==> config.mk <==
export PLATFORM = sky130hd
export DESIGN_NAME = sport_owner_ctrl
export DESIGN_NICKNAME = d
export VERILOG_FILES = /design/src/rtl/sport_pkg.sv /design/src/rtl/sport_cfg_reg.sv /design/src/rtl/sport_owner_arb.sv /design/src/rtl/sport_path_mux.sv /design/src/rtl/sport_irq_gen.sv /design/src/rtl/sport_owner_ctrl.sv
export SDC_FILE = /design/constraint.sdc
export NUM_CORES = 1
export LEC_CHECK = 0
export BUFFER_PORTS_ARGS = -buffer_cell sky130_fd_sc_hd__buf_4
export CAP_MARGIN = 5
export CORE_MARGIN = 3
export CORE_UTILIZATION = 23
export CTS_BUF_LIST = sky130_fd_sc_hd__clkbuf_8 sky130_fd_sc_hd__clkbuf_16
export CTS_CLUSTER_DIAMETER = 120
export DETAILED_ROUTE_END_ITERATION = 8
export GPL_ROUTABILITY_DRIVEN = 0
export PLACE_DENSITY_LB_ADDON = 0.05
export SYNTH_ARGS = -nofsm -noshare
export SYNTH_HDL_FRONTEND = slang
export SYNTH_HIERARCHICAL = 1
export SYNTH_SLANG_ARGS = --single-unit
==> constraint.sdc <==
create_clock -name clk_i -period 1.8 [get_ports clk_i]
set_input_delay 0.45 -clock clk_i [delete_from_list [all_inputs] [get_ports clk_i]]
set_output_delay 0.45 -clock clk_i [all_outputs]
set_load 0.05 [all_outputs]
==> src/rtl/sport_pkg.sv <==
package sport_pkg;
  localparam int unsigned BIT_RTS    = 0;
  localparam int unsigned BIT_RXIE   = 1;
  localparam int unsigned BIT_TXIE   = 2;
  localparam int unsigned BIT_FLOW   = 5;
  localparam int unsigned BIT_OWN_RO = 6;
  localparam int unsigned BIT_REQ    = 7;
  localparam int unsigned CFG_MIN_W  = BIT_REQ + 1;

  typedef struct packed {
    logic req;
    logic flow;
    logic tx_ie;
    logic rx_ie;
    logic rts;
  } cfg_t;
endpackage

==> src/rtl/sport_cfg_reg.sv <==
module sport_cfg_reg
  import sport_pkg::*;
#(
  parameter int unsigned DATA_W = 8
) (
  input  logic              clk_i,
  input  logic              rst_ni,
  input  logic              wr_en_i,
  input  logic [DATA_W-1:0] wdata_i,
  output cfg_t              cfg_o
);
  cfg_t cfg_q;
  logic unused_wbits;

  assign unused_wbits = ^{wdata_i[BIT_OWN_RO], wdata_i[4:3]};

  always_ff @(posedge clk_i or negedge rst_ni) begin
    if (!rst_ni) begin
      cfg_q <= '0;
    end else if (wr_en_i) begin
      cfg_q.req   <= wdata_i[BIT_REQ];
      cfg_q.flow  <= wdata_i[BIT_FLOW];
      cfg_q.tx_ie <= wdata_i[BIT_TXIE];
      cfg_q.rx_ie <= wdata_i[BIT_RXIE];
      cfg_q.rts   <= wdata_i[BIT_RTS];
    end
  end

  assign cfg_o = cfg_q;
endmodule

==> src/rtl/sport_owner_arb.sv <==
module sport_owner_arb (
  input  logic clk_i,
  input  logic rst_ni,
  input  logic req_i,
  input  logic tx_idle_i,
  output logic owner_eng_o
);
  logic owner_q;

  // switch only between bytes
  always_ff @(posedge clk_i or negedge rst_ni) begin
    if (!rst_ni)                            owner_q <= 1'b0;
    else if ((req_i != owner_q) && tx_idle_i) owner_q <= req_i;
  end

  assign owner_eng_o = owner_q;
endmodule

==> src/rtl/sport_path_mux.sv <==
module sport_path_mux #(
  parameter int unsigned DATA_W = 8
) (
  input  logic              owner_eng_i,
  input  logic              host_push_i,
  input  logic              host_pop_i,
  input  logic [DATA_W-1:0] host_byte_i,
  input  logic              tx_full_i,
  input  logic              rx_empty_i,
  input  logic              eng_tx_valid_i,
  input  logic [DATA_W-1:0] eng_tx_byte_i,
  input  logic              eng_rx_ready_i,
  output logic              eng_tx_ready_o,
  output logic              eng_rx_valid_o,
  output logic              tx_push_o,
  output logic [DATA_W-1:0] tx_byte_o,
  output logic              rx_pop_o
);
  always_comb begin
    eng_tx_ready_o = owner_eng_i & ~tx_full_i;
    eng_rx_valid_o = owner_eng_i & ~rx_empty_i;
    if (owner_eng_i) begin
      tx_push_o = eng_tx_valid_i & eng_tx_ready_o;
      tx_byte_o = eng_tx_byte_i;
      rx_pop_o  = eng_rx_valid_o & eng_rx_ready_i;
    end else begin
      tx_push_o = host_push_i & ~tx_full_i;
      tx_byte_o = host_byte_i;
      rx_pop_o  = host_pop_i & ~rx_empty_i;
    end
  end
endmodule

==> src/rtl/sport_irq_gen.sv <==
module sport_irq_gen (
  input  logic clk_i,
  input  logic rst_ni,
  input  logic owner_eng_i,
  input  logic rx_ie_i,
  input  logic tx_ie_i,
  input  logic rx_empty_i,
  input  logic tx_idle_i,
  output logic irq_o
);
  logic irq_q;
  logic src_rx;
  logic src_tx;

  assign src_rx = rx_ie_i & ~rx_empty_i;
  assign src_tx = tx_ie_i & tx_idle_i;

  always_ff @(posedge clk_i or negedge rst_ni) begin
    if (!rst_ni) irq_q <= 1'b0;
    else         irq_q <= ~owner_eng_i & (src_rx | src_tx);
  end

  assign irq_o = irq_q;
endmodule

==> src/rtl/sport_owner_ctrl.sv <==
module sport_owner_ctrl
  import sport_pkg::*;
#(
  parameter int unsigned ADDR_W    = 8,
  parameter int unsigned DATA_W    = 8,
  parameter logic [ADDR_W-1:0] CFG_ADDR  = 8'h08,
  parameter logic [ADDR_W-1:0] DATA_ADDR = 8'h0A
) (
  input  logic              clk_i,
  input  logic              rst_ni,
  input  logic              host_wr_i,
  input  logic              host_rd_i,
  input  logic [ADDR_W-1:0] host_addr_i,
  input  logic [DATA_W-1:0] host_wdata_i,
  output logic [DATA_W-1:0] host_rdata_o,
  input  logic              tx_full_i,
  input  logic              tx_empty_i,
  input  logic              tx_busy_i,
  output logic              tx_push_o,
  output logic [DATA_W-1:0] tx_byte_o,
  input  logic              rx_empty_i,
  input  logic              rx_half_i,
  input  logic [DATA_W-1:0] rx_byte_i,
  output logic              rx_pop_o,
  input  logic              eng_tx_valid_i,
  input  logic [DATA_W-1:0] eng_tx_byte_i,
  output logic              eng_tx_ready_o,
  input  logic              eng_rx_ready_i,
  output logic              eng_rx_valid_o,
  output logic [DATA_W-1:0] eng_rx_byte_o,
  output logic              owner_eng_o,
  output logic              flow_en_o,
  output logic              rx_ie_o,
  output logic              tx_ie_o,
  output logic              rts_o,
  output logic              irq_o
);
  localparam int unsigned PAD_W = DATA_W - CFG_MIN_W;

  cfg_t        cfg;
  logic        owner_eng;
  logic        tx_idle;
  logic        sel_cfg, sel_data;
  logic        cfg_wr, data_wr, data_rd;
  logic [DATA_W-1:0] cfg_rd_val;
  logic [DATA_W-1:0] rdata_q;

  assign sel_cfg  = (host_addr_i == CFG_ADDR);
  assign sel_data = (host_addr_i == DATA_ADDR);
  assign cfg_wr   = host_wr_i & sel_cfg;
  assign data_wr  = host_wr_i & sel_data & ~owner_eng;
  assign data_rd  = host_rd_i & sel_data & ~owner_eng;
  assign tx_idle  = tx_empty_i & ~tx_busy_i;

  sport_cfg_reg #(.DATA_W(DATA_W)) u_cfg (
    .clk_i   (clk_i),
    .rst_ni  (rst_ni),
    .wr_en_i (cfg_wr),
    .wdata_i (host_wdata_i),
    .cfg_o   (cfg)
  );

  sport_owner_arb u_arb (
    .clk_i       (clk_i),
    .rst_ni      (rst_ni),
    .req_i       (cfg.req),
    .tx_idle_i   (tx_idle),
    .owner_eng_o (owner_eng)
  );

  sport_path_mux #(.DATA_W(DATA_W)) u_mux (
    .owner_eng_i    (owner_eng),
    .host_push_i    (data_wr),
    .host_pop_i     (data_rd),
    .host_byte_i    (host_wdata_i),
    .tx_full_i      (tx_full_i),
    .rx_empty_i     (rx_empty_i),
    .eng_tx_valid_i (eng_tx_valid_i),
    .eng_tx_byte_i  (eng_tx_byte_i),
    .eng_rx_ready_i (eng_rx_ready_i),
    .eng_tx_ready_o (eng_tx_ready_o),
    .eng_rx_valid_o (eng_rx_valid_o),
    .tx_push_o      (tx_push_o),
    .tx_byte_o      (tx_byte_o),
    .rx_pop_o       (rx_pop_o)
  );

  sport_irq_gen u_irq (
    .clk_i       (clk_i),
    .rst_ni      (rst_ni),
    .owner_eng_i (owner_eng),
    .rx_ie_i     (cfg.rx_ie),
    .tx_ie_i     (cfg.tx_ie),
    .rx_empty_i  (rx_empty_i),
    .tx_idle_i   (tx_idle),
    .irq_o       (irq_o)
  );

  generate
    if (PAD_W > 0) begin : g_pad
      assign cfg_rd_val = {{PAD_W{1'b0}}, cfg.req, owner_eng, cfg.flow,
                           2'b00, cfg.tx_ie, cfg.rx_ie, cfg.rts};
    end else begin : g_nopad
      assign cfg_rd_val = {cfg.req, owner_eng, cfg.flow,
                           2'b00, cfg.tx_ie, cfg.rx_ie, cfg.rts};
    end
  endgenerate

  always_ff @(posedge clk_i or negedge rst_ni) begin
    if (!rst_ni) begin
      rdata_q <= '0;
    end else if (host_rd_i) begin
      if (sel_cfg)                    rdata_q <= cfg_rd_val;
      else if (data_rd && !rx_empty_i) rdata_q <= rx_byte_i;
      else                            rdata_q <= '0;
    end
  end

  assign host_rdata_o  = rdata_q;
  assign eng_rx_byte_o = rx_byte_i;
  assign owner_eng_o   = owner_eng;
  assign flow_en_o     = cfg.flow;
  assign rx_ie_o       = cfg.rx_ie;
  assign tx_ie_o       = cfg.tx_ie;
  assign rts_o         = cfg.flow ? ~rx_half_i : cfg.rts;
endmodule

* Word-level counts from Yosys, hierarchy flattened
Index checks and enable logic that the tools add are counted.
** Storage, ports and cells
- Input bits :: 43
- Bits in registers :: 15
- Word-level logic and storage cells :: 41
** Cells by class
- Reduce and logical (&&, ||, !) cells :: 3
- Muxes and demuxes :: 6
- Bitwise logic cells :: 21
- Equality and inequality tests :: 3
** Operators with widths (count)
- 8-bit two-way mux :: 3
- 8-bit by 4-bit == test with 1-bit output, second input constant :: 2
- 1-bit AND :: 15
- 1-bit NOT :: 5
- 1-bit two-way mux :: 3
- 1-bit logical AND :: 2
- 1-bit logical NOT :: 1
- 1-bit inequality test :: 1
- 1-bit bitwise OR :: 1

* Logic depth before layout (Yosys ltp)
Gate-level depths: netlist of the first run.
- Depth in word-level cells :: 6
- Gate-level depth with buffers :: 4

* Modules after synthesis
Netlist of the first run, hierarchy kept.
** Modules (own cells, without submodules)
- sport_owner_ctrl :: area each 483.0 um^2, sequential area each 200.2 um^2, cells an instance 44, instances 1
- sport_cfg_reg :: area each 181.4 um^2, sequential area each 125.1 um^2, cells an instance 10, instances 1
- sport_path_mux :: area each 163.9 um^2, sequential area each 0.0 um^2, cells an instance 15, instances 1
- sport_irq_gen :: area each 43.8 um^2, sequential area each 25.0 um^2, cells an instance 4, instances 1
- sport_owner_arb :: area each 40.0 um^2, sequential area each 25.0 um^2, cells an instance 2, instances 1

* Worst setup path before layout of the first run
Ideal clock, no wire load.
- Path kind :: input-to-output
- From :: input host_addr_i[5]
- To :: output rx_pop_o
- Stages on the path :: 4
- Data required time :: 1.350 ns
- Path buffers :: 0
- Path slack :: -0.675 ns
- Arrival :: 2.025 ns
- Path through :: or4_4 -> nor4_1 -> mux2i_1 -> nor2_1
** On the way
- Word-level cells in the longest chain between the ends :: 5
** RTL lines
- start: declaration :: line sport_owner_ctrl.sv:13 : input logic [ADDR_W-1:0] host_addr_i,
- 8-bit by 4-bit == test with 1-bit output :: line sport_owner_ctrl.sv:49 : assign sel_data = (host_addr_i == DATA_ADDR);
- 1-bit AND (2 in series) :: line sport_owner_ctrl.sv:52 : assign data_rd = host_rd_i & sel_data & ~owner_eng;
- named net data_rd :: line sport_owner_ctrl.sv:44 : logic cfg_wr, data_wr, data_rd;
- 1-bit AND :: line sport_path_mux.sv:29 : rx_pop_o = host_pop_i & ~rx_empty_i;
- 1-bit two-way mux :: line sport_path_mux.sv:22 : if (owner_eng_i) begin
- end: declaration :: line sport_owner_ctrl.sv:24 : output logic rx_pop_o,
The timed path passes the listed nets, and every way through them passes these cells.

* Worst setup path in the final report of the first run
- From :: input host_addr_i[5]
- To :: output tx_push_o
** On the way
- Word-level cells in the longest chain between the ends :: 5
** RTL lines
- 8-bit by 4-bit == test with 1-bit output :: line sport_owner_ctrl.sv:49
- 1-bit AND (2 in series) :: line sport_owner_ctrl.sv:51 : assign data_wr = host_wr_i & sel_data & ~owner_eng;
- named net data_wr :: line sport_owner_ctrl.sv:44
- 1-bit AND :: line sport_path_mux.sv:27 : tx_push_o = host_push_i & ~tx_full_i;
- 1-bit two-way mux :: line sport_path_mux.sv:22
- end: declaration :: line sport_owner_ctrl.sv:19 : output logic tx_push_o,
The timed path passes the listed nets, and every way through them passes these cells.

==> results of run 1 <==
## repair_timing
| item | in CTS | in global routing |
|---|---|---|
| hold buffers | 0 | 0 |
| endpoints found under the hold margin | 0 | 0 |
| setup buffers | 3 | 1 |
| gates resized for setup | 18 | 7 |
| pin swaps | 3 | 1 |
| cloned | 0 | 0 |
| setup endpoints to repair | 15 | 21 |
## cell type report
type	count	area [µm²]	share of cell area, %
tap	48	60.1	3.39
clock inverter	1	3.75	0.212
multi-input combinational	49	542	30.6
timing repair buffer	90	741	41.8
inverter	2	7.51	0.424
clock buffer	3	41.3	2.33
sequential	15	377	21.3
## synth_stat cells (2+ instances only)
library cell	number	area share (%)
sky130_fd_sc_hd__a221o_1	6	6.6
sky130_fd_sc_hd__a22o_1	2	1.9
sky130_fd_sc_hd__buf_4	8	6.6
sky130_fd_sc_hd__dfrtp_1	15	41
sky130_fd_sc_hd__inv_1	2	0.82
sky130_fd_sc_hd__mux2_2	7	8.6
sky130_fd_sc_hd__mux2_4	7	12
sky130_fd_sc_hd__mux2i_1	2	2.2
sky130_fd_sc_hd__nand2b_1	3	2.1
sky130_fd_sc_hd__nor2_1	3	1.2
sky130_fd_sc_hd__nor2b_1	9	6.2
sky130_fd_sc_hd__nor4_1	3	2.1
## cells in the final DEF, fill, tap and decap left out
master	n
sky130_fd_sc_hd__buf_4	77
sky130_fd_sc_hd__dfrtp_1	14
sky130_fd_sc_hd__buf_6	10
sky130_fd_sc_hd__nor2b_1	7
sky130_fd_sc_hd__mux2_4	7
sky130_fd_sc_hd__mux2_2	7
sky130_fd_sc_hd__a221o_1	6
sky130_fd_sc_hd__nor4_4	5
sky130_fd_sc_hd__inv_1	3
sky130_fd_sc_hd__nand2b_1	3
sky130_fd_sc_hd__clkbuf_8	3
sky130_fd_sc_hd__a21oi_2	2
sky130_fd_sc_hd__a22o_1	2
sky130_fd_sc_hd__buf_8	2
sky130_fd_sc_hd__nor2b_2	2
sky130_fd_sc_hd__nor2_4	2
sky130_fd_sc_hd__or4_4	1
sky130_fd_sc_hd__or3b_4	1
sky130_fd_sc_hd__nor2_1	1
sky130_fd_sc_hd__buf_12	1
sky130_fd_sc_hd__dfrtp_2	1
sky130_fd_sc_hd__nand2_1	1
sky130_fd_sc_hd__mux2i_1	1
sky130_fd_sc_hd__mux2i_2	1
## through the flow
stage	total power [mW]	setup WS (ns)
global route	1.03	-0.441
finish	0.974	-0.364
detailed placement	0.690	-0.464
global placement	0.687	-0.455
floorplan	0.560	-0.346
CTS	0.977	-0.384
## logic make-up after synthesis
kind of cell | count (synthesis) | share of synthesized area, %
simple gates | 23 | 17.8
flops | 15 | 41.2
mux | 16 | 22.4
buf+inv | 11 | 8.64
compound gates | 10 | 10.0
## flip-flops by register name (all words and copies together) (netlist names)
signal             count
u_irq/irq_o            1
u_arb/owner_eng_o      1
host_rdata_o           8
u_cfg/cfg_o            5
## power by group
group	internal, mW	switching [mW]	total (mW)
clock network	0.151	0.116	0.266
logic	0.160	0.194	0.354
registers	0.345	0.00827	0.354
## how the worst min path moves through the flow
stage / start / end / slack (ns) / depth (start not counted)
after floorplan: rst_ni / host_rdata_o[0] / 0.15 / 0
after global placement: rst_ni / host_rdata_o[4] / 0.32 / 1
after detailed placement: rst_ni / host_rdata_o[4] / 0.32 / 1
after CTS: rst_ni / host_rdata_o[4] / 0.05 / 1
after global routing: rst_ni / host_rdata_o[5] / 0.05 / 1
final: rst_ni / host_rdata_o[3] / 0.05 / 1
## metal layers
| layer | global-route usage, % | up-vias | part of all wire, % |
|---|---|---|---|
| li1 | - | 440 | - |
| met1 | 16.1 | 419 | 40 |
| met2 | 21.3 | 48 | 49 |
| met3 | 3.73 | 2 | 9.9 |
| met4 | 2.92 | 0 | 0.59 |
| met5 | 0 | - | 0 |
## critical path: stages
cell and delay [ns]:
sky130_fd_sc_hd__buf_6 0.09, sky130_fd_sc_hd__or4_4 0.57, sky130_fd_sc_hd__nor4_4 0.23, sky130_fd_sc_hd__mux2i_2 0.12, sky130_fd_sc_hd__nor2_4 0.10, sky130_fd_sc_hd__buf_8 0.15
==> impl_results.md, run 1 <==
* Endpoint required time on the critical path at 1.35 ns
* Instance count of the mapped netlist at 75
* Clock tree from TritonCTS: built
* Setup TNS after final layout at -3.49 ns
* Clock latency reported for the late side of the worst-skew pair at around 0.24 ns
* Post-synth design cell area at between 900 and 1000 µm²
* Port-buffer cells at 76
* Post-route fraction of the period consumed by the critical path at 120%
* Max-cap check violation count at 0
* Final worst path period need at about 2.2 ns
* All-Layer GR Usage at 12.8%
* Area Overhead vs Synth at 94.2%
* Hold Worst Slack at 0.0478 ns
* Peak Freq at about 0.46 GHz
* Failing checks: setup timing
* Number of nets with antenna violations after detailed routing at 0
* Sequential fraction of the synthesis area at 41.2%
* Flip-flop cell with the highest count after synthesis: sky130_fd_sc_hd__dfrtp_1
* Leakage power summed over all cells at 0.883 nW
* PnR worst setup slack at -0.364 ns
* Crit Path Class: input pin to output pin
* Layout cells sized above 1 at around 76%
* Die width at 69.0 µm
* Average size of a mapped cell at 12.2 µm²
* DPL Wire Length at around 2.3 mm
* Capture point of the critical path: tx_push_o
* Iteration-0 DRC count of the detailed router at 13
* Total clock buffers created by CTS at 3
* Filler-free cell count of the finished design at 208
* Ant diodes at 0
* Largest buffer count on any clock path at 2
* Top fanout value on the critical path at 3
* Pin slew with the least headroom to its limit at around 0.25 ns
* Synth Warn # at 6
* RSZ-0062 raised after global routing: true
* Worst Clk Skew at 0.00245 ns
* Vias post-DR at just over 900
* Num rows at 22
* Avg Vias per Cell at between 4 and 5
* Worst max-slew margin expressed relative to the limit at between 80 and 90%
* Post-layout utilization of the core at a little under half
* Routed wirelength normalized by instance count at about 14 µm
* Category of the worst setup path launch point: input pin
* Fin area at between 1500 and 2000 µm²
* Core footprint at ~3700 µm²
* Critical register-to-register path endpoint: host_rdata_o[1]
* Maximum number of pins on one net before global-route repair at 17
* Total Wirelength at 2.87 mm
* Critical path capture point type: output pin
* Fin. max-slew vios at 0
* Number of cells on the worst reg-to-reg path at 5
* Antenna violations before repair at 0
* Unique masters post-synth at 20
* Count of clock tree sinks at 15
* Run status: finished, violations left
* Mapped Nets at about 120
* Via count of the first global-routing pass at 947
* Startpoint of the worst-slack reg-to-reg timing path: u_arb/owner_eng_o
* I/O Pins at just under 80
* Post-detailed-route DRC marker count at 0
* Share of synthesized registers carrying an async set or reset at 100%
* Starting density of the core at between 20% and 30%
* Data arrival time of the critical path at 1.71 ns
* Clock H-tree levels at 1
* Number of enable-type register cells in the synthesized netlist at 0
* Worst voltage drop across the vdd grid at 336 µV
* Clock input transition at the sequential cells of the worst setup and hold paths at about 0.060 ns
* Fill cell instance count of the final layout at roughly 370
* Residual overflow from global routing at 0
* Final setup violating endpoints at 15
* Area after DPL at about 1600 µm²
* Die area at approximately 4800 µm²
* Fin nets at 204
* Cell at the root of the clock tree: sky130_fd_sc_hd__clkbuf_8
* Hold Crit Class: input pin to async pin
* Die height at between 60 and 70 µm
* Setup crit start: host_addr_i[5]
* FF-to-FF setup slack at 0.30 ns
* Total power density per cell area at 550 nW/µm²
* First-pass DRT Iterations at 4
* Hold violation count in the final report at 0
* Wire length of the first global-routing pass at between 4 and 5 mm
* Number of cells after detailed placement at 200
* Register bit total from synthesis at 15
Note: power is estimated with default switching activity, not from simulation.
==> run 2: changes to the inputs <==
GPL_TIMING_DRIVEN = 0   (was default)
==> run 2 against run 1 <==
Compared with the run above: the flow still finishes with violations (setup timing); cell count grew 2.9%; clock power is essentially flat; clock skew shrank 0.0015 ns; register-to-register slack gained 0.26 ns; sequential power is essentially flat; sequential share of layout area shrank 0.91 points; first-iteration DRC count grew 85%; die area is the same; power grew 2.8%; clock-buffer cell count is the same; largest cell class unchanged.
==> impl_results.md, run 2 (synthesis results as in run 1) <==
* Share of total power in combinational logic at around two fifths
* Largest buffer count on any clock path at 2
* Starting density of the core at approximately a quarter
* Clock tree from TritonCTS: built
* Residual overflow from global routing at 0
* Die height at 69.0 µm
* Clock H-tree levels at 1
* Iteration-0 DRC count of the detailed router at 24
* GRT busiest layer: met2
* Number of nets with antenna violations after detailed routing at 0
* Critical Path Stages at 6
* Fraction of power consumed by sequential logic at 35.3%
* Stage delay of the slowest cell on the critical path at ~0.57 ns
* Data arrival time of the critical path at about 1.7 ns
* Wire length of the first global-routing pass at about 4.3 mm
* Die area at roughly 4800 µm²
* PnR worst setup slack at -0.330 ns
* Total Wirelength at 2.87 mm
* Fin area at roughly 1900 µm²
* Critical path capture point type: output pin
* Worst max-slew margin expressed relative to the limit at slightly below 60%
* Net switching power figure at around 0.32 mW
* Hold violation count in the final report at 0
* Cell class contributing the biggest share of worst-path delay: simple AND/OR/NAND/NOR gates
* Core footprint at between 3000 and 4000 µm²
* Overall power of the completed layout at ~1 mW
* Worst Clk Skew at about 0.00093 ns
* GR Layer Usage met1 at about 14%
* Layout cells sized above 1 at around 78%
* I/O Pins at 77
* Vias post-DR at about 940
* Clock input transition at the sequential cells of the worst setup and hold paths at around 0.060 ns
* RSZ-0062 raised after global routing: true
* Leakage power summed over all cells at about 0.92 nW
* Category of the worst setup path launch point: input pin
* Clock latency reported for the late side of the worst-skew pair at roughly 0.24 ns
* Fin nets at between 200 and 250
* Avg Vias per Cell at approximately 4.4
* Area after DPL at around 1600 µm²
* Most used cells in the layout excluding fill and tap cells: 79 x sky130_fd_sc_hd__buf_4, 14 x sky130_fd_sc_hd__dfrtp_1, 13 x sky130_fd_sc_hd__buf_6, 8 x sky130_fd_sc_hd__mux2_4, 7 x sky130_fd_sc_hd__nor2b_1
* Post-route fraction of the period consumed by the critical path at 118%
* Via count of the first global-routing pass at between 900 and 1000
* Startpoint of the worst-slack reg-to-reg timing path: u_arb/owner_eng_o
* Clock network fraction of total power at 26.3%
* Max-cap check violation count at 0
* Met3 Use GR at 4.86%
* Ant diodes at 0
* Capture point of the critical path: rx_pop_o
* Count of clock tree sinks at 15
* Endpoint required time on the critical path at between 1 and 1.5 ns
* Critical register-to-register path endpoint: host_rdata_o[6]
* Die width at slightly below 70 µm
* Num rows at 22
* Net switching share of the total power at around a third
* Slowest library cell on the worst path: sky130_fd_sc_hd__or4_4
* Top fanout value on the critical path at 3
* DPL Wire Length at roughly 2.2 mm
* First-pass DRT Iterations at 2
* Failing checks: setup timing
* Cell-by-cell listing of the critical path: buf_6 -> or4_4 -> nor4_4 -> mux2i_1 -> nor2_4 -> buf_6
* Cell at the root of the clock tree: sky130_fd_sc_hd__clkbuf_8
* FF-to-FF setup slack at roughly 0.56 ns
* Setup Slack @ Placement at -0.561 ns
* Combined flip-flop and latch cell area at 377 µm²
* Pin slew with the least headroom to its limit at between 0.6 and 0.7 ns
* Antenna violations before repair at 0
* Fill cell instance count of the final layout at ~380
* Footprint of the multi-input gates at 544 µm²
* Final worst path period need at 2.13 ns
* Peak Freq at between 0.4 and 0.5 GHz
* Run status: finished, violations left
* Total power density per cell area at between 500 and 600 nW/µm²
* Number of cells on the worst reg-to-reg path at 4
* Crit Path Class: input pin to output pin
* Routed wirelength normalized by instance count at between 10 and 15 µm
* Maximum number of pins on one net before global-route repair at 16
* Setup crit start: host_addr_i[6]
* Fin. max-slew vios at 0
* Met2 demand-to-capacity share in global routing at roughly 22%
* Post-layout utilization of the core at between 40% and 50%
* Area Overhead vs Synth at 103%
* Port-buffer cells at 76
* Max reg flops at 8
* Hold Crit Class: input pin to async pin
* Number of buffers and inverters on the critical path at 2
* Most common library cell in the layout ignoring fill and taps: sky130_fd_sc_hd__buf_4
* Worst voltage drop across the vdd grid at just under 400 µV
* Final setup violating endpoints at 21
* All-Layer GR Usage at 12.5%
* Internal at just under 0.7 mW
* Total clock buffers created by CTS at 3
* Post-detailed-route DRC marker count at 0
* Most common cell type on the critical path: sky130_fd_sc_hd__buf_6
==> run 2: cell types whose count changed in the layout (fill, tap and decap cells not counted), sizes merged <==
cell	before	now
buf	90	96
==> run 2: cell type report <==
class                           count  area share, %
Timing Repair Buffer               87           39.8
Multi-Input combinational cell     49           29.4
Sequential cell                    15           20.4
Buffer                              9           4.33
Tap cell                           48           3.25
Clock buffer                        3           2.23
Inverter                            2          0.406
Clock inverter                      1          0.203
==> run 2: worst min path at each step <==
| stage | start | depth (start not counted) | end | slack [ns] |
|---|---|---|---|---|
| after floorplan | rst_ni | 0 | host_rdata_o[0] | 0.15 |
| after global placement | rst_ni | 1 | host_rdata_o[4] | 0.32 |
| after detailed placement | rst_ni | 1 | host_rdata_o[4] | 0.32 |
| after CTS | rst_ni | 1 | host_rdata_o[4] | 0.05 |
| after global routing | rst_ni | 1 | host_rdata_o[4] | 0.05 |
| final | rst_ni | 1 | host_rdata_o[4] | 0.06 |
==> run 2: per-layer routing <==
metal / part of all wire [%] / routed length [µm]
met5: 0 / 0
met4: 0.38 / 11
met1: 39 / 1110
met3: 11 / 305
met2: 50 / 1440
==> run 2: repair_timing <==
action | in CTS | in global routing
resized for setup | 26 | 4
cloned | 1 | 0
pin swaps | 5 | 2
setup buffers | 7 | 3
setup endpoints to repair | 13 | 23
hold buffers | 0 | 0
hold endpoints to repair | 0 | 0
==> run 2: power by group through the flow <==
stage	clock [mW]	combinational (mW)	sequential, mW
after CTS	0.278	0.383	0.354
after global routing	0.305	0.406	0.355
after floorplan	0	0.181	0.379
after global placement	0	0.328	0.362
final	0.264	0.384	0.354
after detailed placement	0	0.332	0.363
==> run 2: metrics by stage <==
step,instances,hold slack [ns],TNS [ns]
finish,214,0.0553,-2.38
global route,214,0.0516,-3.31
CTS,211,0.0533,-3.39
detailed placement,199,0.321,-5.44
global placement,199,0.318,-5.42
floorplan,75,0.154,-1.46
==> run 3: changes to the inputs <==
CORE_UTILIZATION = 34   (was 23)
TNS_END_PERCENT = 50   (was default)
==> run 3 against run 2 <==
Compared with the run above: the run still ends with setup timing left; wire length fell by 11%; register-to-register slack lost 0.20 ns; clock skew about the same; global-route usage grew 3.0 points; critical path type unchanged; largest power group is now registers; highest routed layer unchanged.
==> impl_results.md, run 3 (synthesis results as in run 1) <==
* Cell-by-cell listing of the critical path: buf_6 -> or4_4 -> nor4_2 -> mux2i_1 -> nor2_4 -> buf_8
* Number of nets with antenna violations after detailed routing at 0
* RSZ-0062 raised after global routing: true
* Hold violation count in the final report at 0
* Avg Vias per Cell at roughly 4.8
* Post-route fraction of the period consumed by the critical path at 118%
* Antenna violations before repair at 0
* Number of cells after detailed placement at about 180
* Clock input transition at the sequential cells of the worst setup and hold paths at around 0.06 ns
* Fill cell instance count of the final layout at between 150 and 200
* Fraction of power consumed by sequential logic at 36.8%
* Leakage power summed over all cells at approximately 0.87 nW
* Cell class contributing the biggest share of worst-path delay: simple AND/OR/NAND/NOR gates
* Number of cells on the worst reg-to-reg path at 3
* Peak Freq at between 0.4 and 0.5 GHz
* Final worst path period need at between 2 and 2.5 ns
* Via count of the first global-routing pass at about 930
* Total clock buffers created by CTS at 3
* Internal at between 0.6 and 0.7 mW
* Endpoint required time on the critical path at approximately 1.4 ns
* Most used cells in the layout excluding fill and tap cells: 78 x sky130_fd_sc_hd__buf_4, 14 x sky130_fd_sc_hd__dfrtp_1, 8 x sky130_fd_sc_hd__buf_6
* First-pass DRT Iterations at 4
* Cell at the root of the clock tree: sky130_fd_sc_hd__clkbuf_8
* Failing checks: setup timing
* Filler-free cell count of the finished design at approximately 190
* Routed wirelength normalized by instance count at around 13 µm
* Stage delay of the slowest cell on the critical path at around 0.56 ns
* Iteration-0 DRC count of the detailed router at 27
* Pin slew with the least headroom to its limit at between 0.6 and 0.7 ns
* Total power density per cell area at 563 nW/µm²
* Clock latency reported for the late side of the worst-skew pair at around 0.24 ns
* Final setup violating endpoints at 19
* Run status: finished, violations left
* Hold Crit Class: input pin to async pin
* Fin. max-slew vios at 0
* Clock tree from TritonCTS: built
* Category of the worst setup path launch point: input pin
* Max reg flops at 8
* Total Wirelength at 2.54 mm
* Die height at a little under 60 µm
* Data arrival time of the critical path at about 1.7 ns
* Critical Path Stages at 6
* Number of buffers and inverters on the critical path at 2
* Maximum number of pins on one net before global-route repair at 16
* Most common library cell in the layout ignoring fill and taps: sky130_fd_sc_hd__buf_4
* Die area at 3340 µm²
* Port-buffer cells at between 70 and 80
* Area Overhead vs Synth at 88.1%
* Residual overflow from global routing at 0
* Setup TNS after final layout at -3.32 ns
* Share of total power in combinational logic at between 30% and 40%
* Top fanout value on the critical path at 3
* Vias post-DR at between 900 and 1000
* Worst voltage drop across the vdd grid at between 400 and 500 µV
* Net switching power figure at slightly above 0.3 mW
* Critical path capture point type: output pin
* Fin nets at a little over 200
* Post-detailed-route DRC marker count at 0
* Die width at 57.8 µm
* PnR worst setup slack at -0.330 ns
* Layout cells sized above 1 at 76.1%
* Clock H-tree levels at 1
* All-Layer GR Usage at around 15%
* Largest buffer count on any clock path at 2
* Count of clock tree sinks at 15
* Worst max-slew margin expressed relative to the limit at between 50% and 60%
* Net switching share of the total power at between 30% and 40%
* Wire length of the first global-routing pass at 4.08 mm
* Crit Path Class: input pin to output pin
* I/O Pins at 77
* Ant diodes at 0
* Slowest library cell on the worst path: sky130_fd_sc_hd__or4_4
* Starting density of the core at 36.2%
* Worst Clk Skew at around 0.00075 ns
* Core footprint at 2520 µm²
* Num rows at 18
* DPL Wire Length at between 1.5 and 2 mm
* Clock network fraction of total power at between 20% and 30%
* Max-cap check violation count at 0
-- run 3: through the flow --
step / area, µm² / setup slack, ns / power (mW) / utilization [%] / hold WS [ns]
detailed placement: 1550 / -0.569 / 0.691 / 61.4 / 0.313
floorplan: 940 / -0.346 / 0.559 / - / 0.154
CTS: 1710 / -0.344 / 0.973 / 67.7 / 0.0551
global placement: 1550 / -0.555 / 0.686 / 61.4 / 0.313
finish: 1720 / -0.330 / 0.966 / 68.0 / 0.0525
global route: 1720 / -0.382 / 1.01 / 68.0 / 0.0549
-- run 3: final cells by class --
type,instances,area [µm²],share of cell area (%)
sequential,15,377,22.0
clock buffer,3,41.3,2.41
tap,30,37.5,2.19
buffer,9,75.1,4.38
inverter,2,7.51,0.438
clock inverter,1,3.75,0.219
timing repair buffer,80,646,37.6
multi-input combinational,49,528,30.8
-- run 3: path summary, 6_finish.rpt --
check,start,endpoint,slack [ns]
worst max-delay path,host_addr_i[6],rx_pop_o,-0.33
worst min-delay path,rst_ni,host_rdata_o[5],0.05
worst max register to register,u_arb/owner_eng_o,host_rdata_o[7],0.36
worst min register to register,host_rdata_o[3],host_rdata_o[3],0.51
max in group asynchronous,rst_ni,u_arb/owner_eng_o,1.56
min in group clk_i,rx_byte_i[3],host_rdata_o[3],0.44
-- run 3: power by group through the flow --
stage / Combinational (mW) / Sequential [mW] / Clock, mW
final: 0.351 / 0.356 / 0.259
after global routing: 0.368 / 0.358 / 0.286
after CTS: 0.351 / 0.356 / 0.267
after detailed placement: 0.329 / 0.361 / 0
after global placement: 0.325 / 0.361 / 0
after floorplan: 0.180 / 0.379 / 0
-- run 3: metal layers --
layer | vias to the layer above | wire (µm) | share of wire, % | global-route usage (%)
li1 | 437 | - | - | -
met1 | 424 | 993 | 39 | 19.0
met2 | 49 | 1280 | 50 | 26.8
met3 | 2 | 242 | 9.5 | 3.79
met4 | 0 | 23 | 0.90 | 4.64
met5 | - | 0 | 0 | 0
-- run 3: what timing repair did --
item | 4_1_cts | 5_1_grt
pin swaps | 4 | 0
hold buffers | 0 | 0
gates resized for setup | 19 | 2
buffers inserted | 4 | 0
setup endpoints to repair | 13 | 21
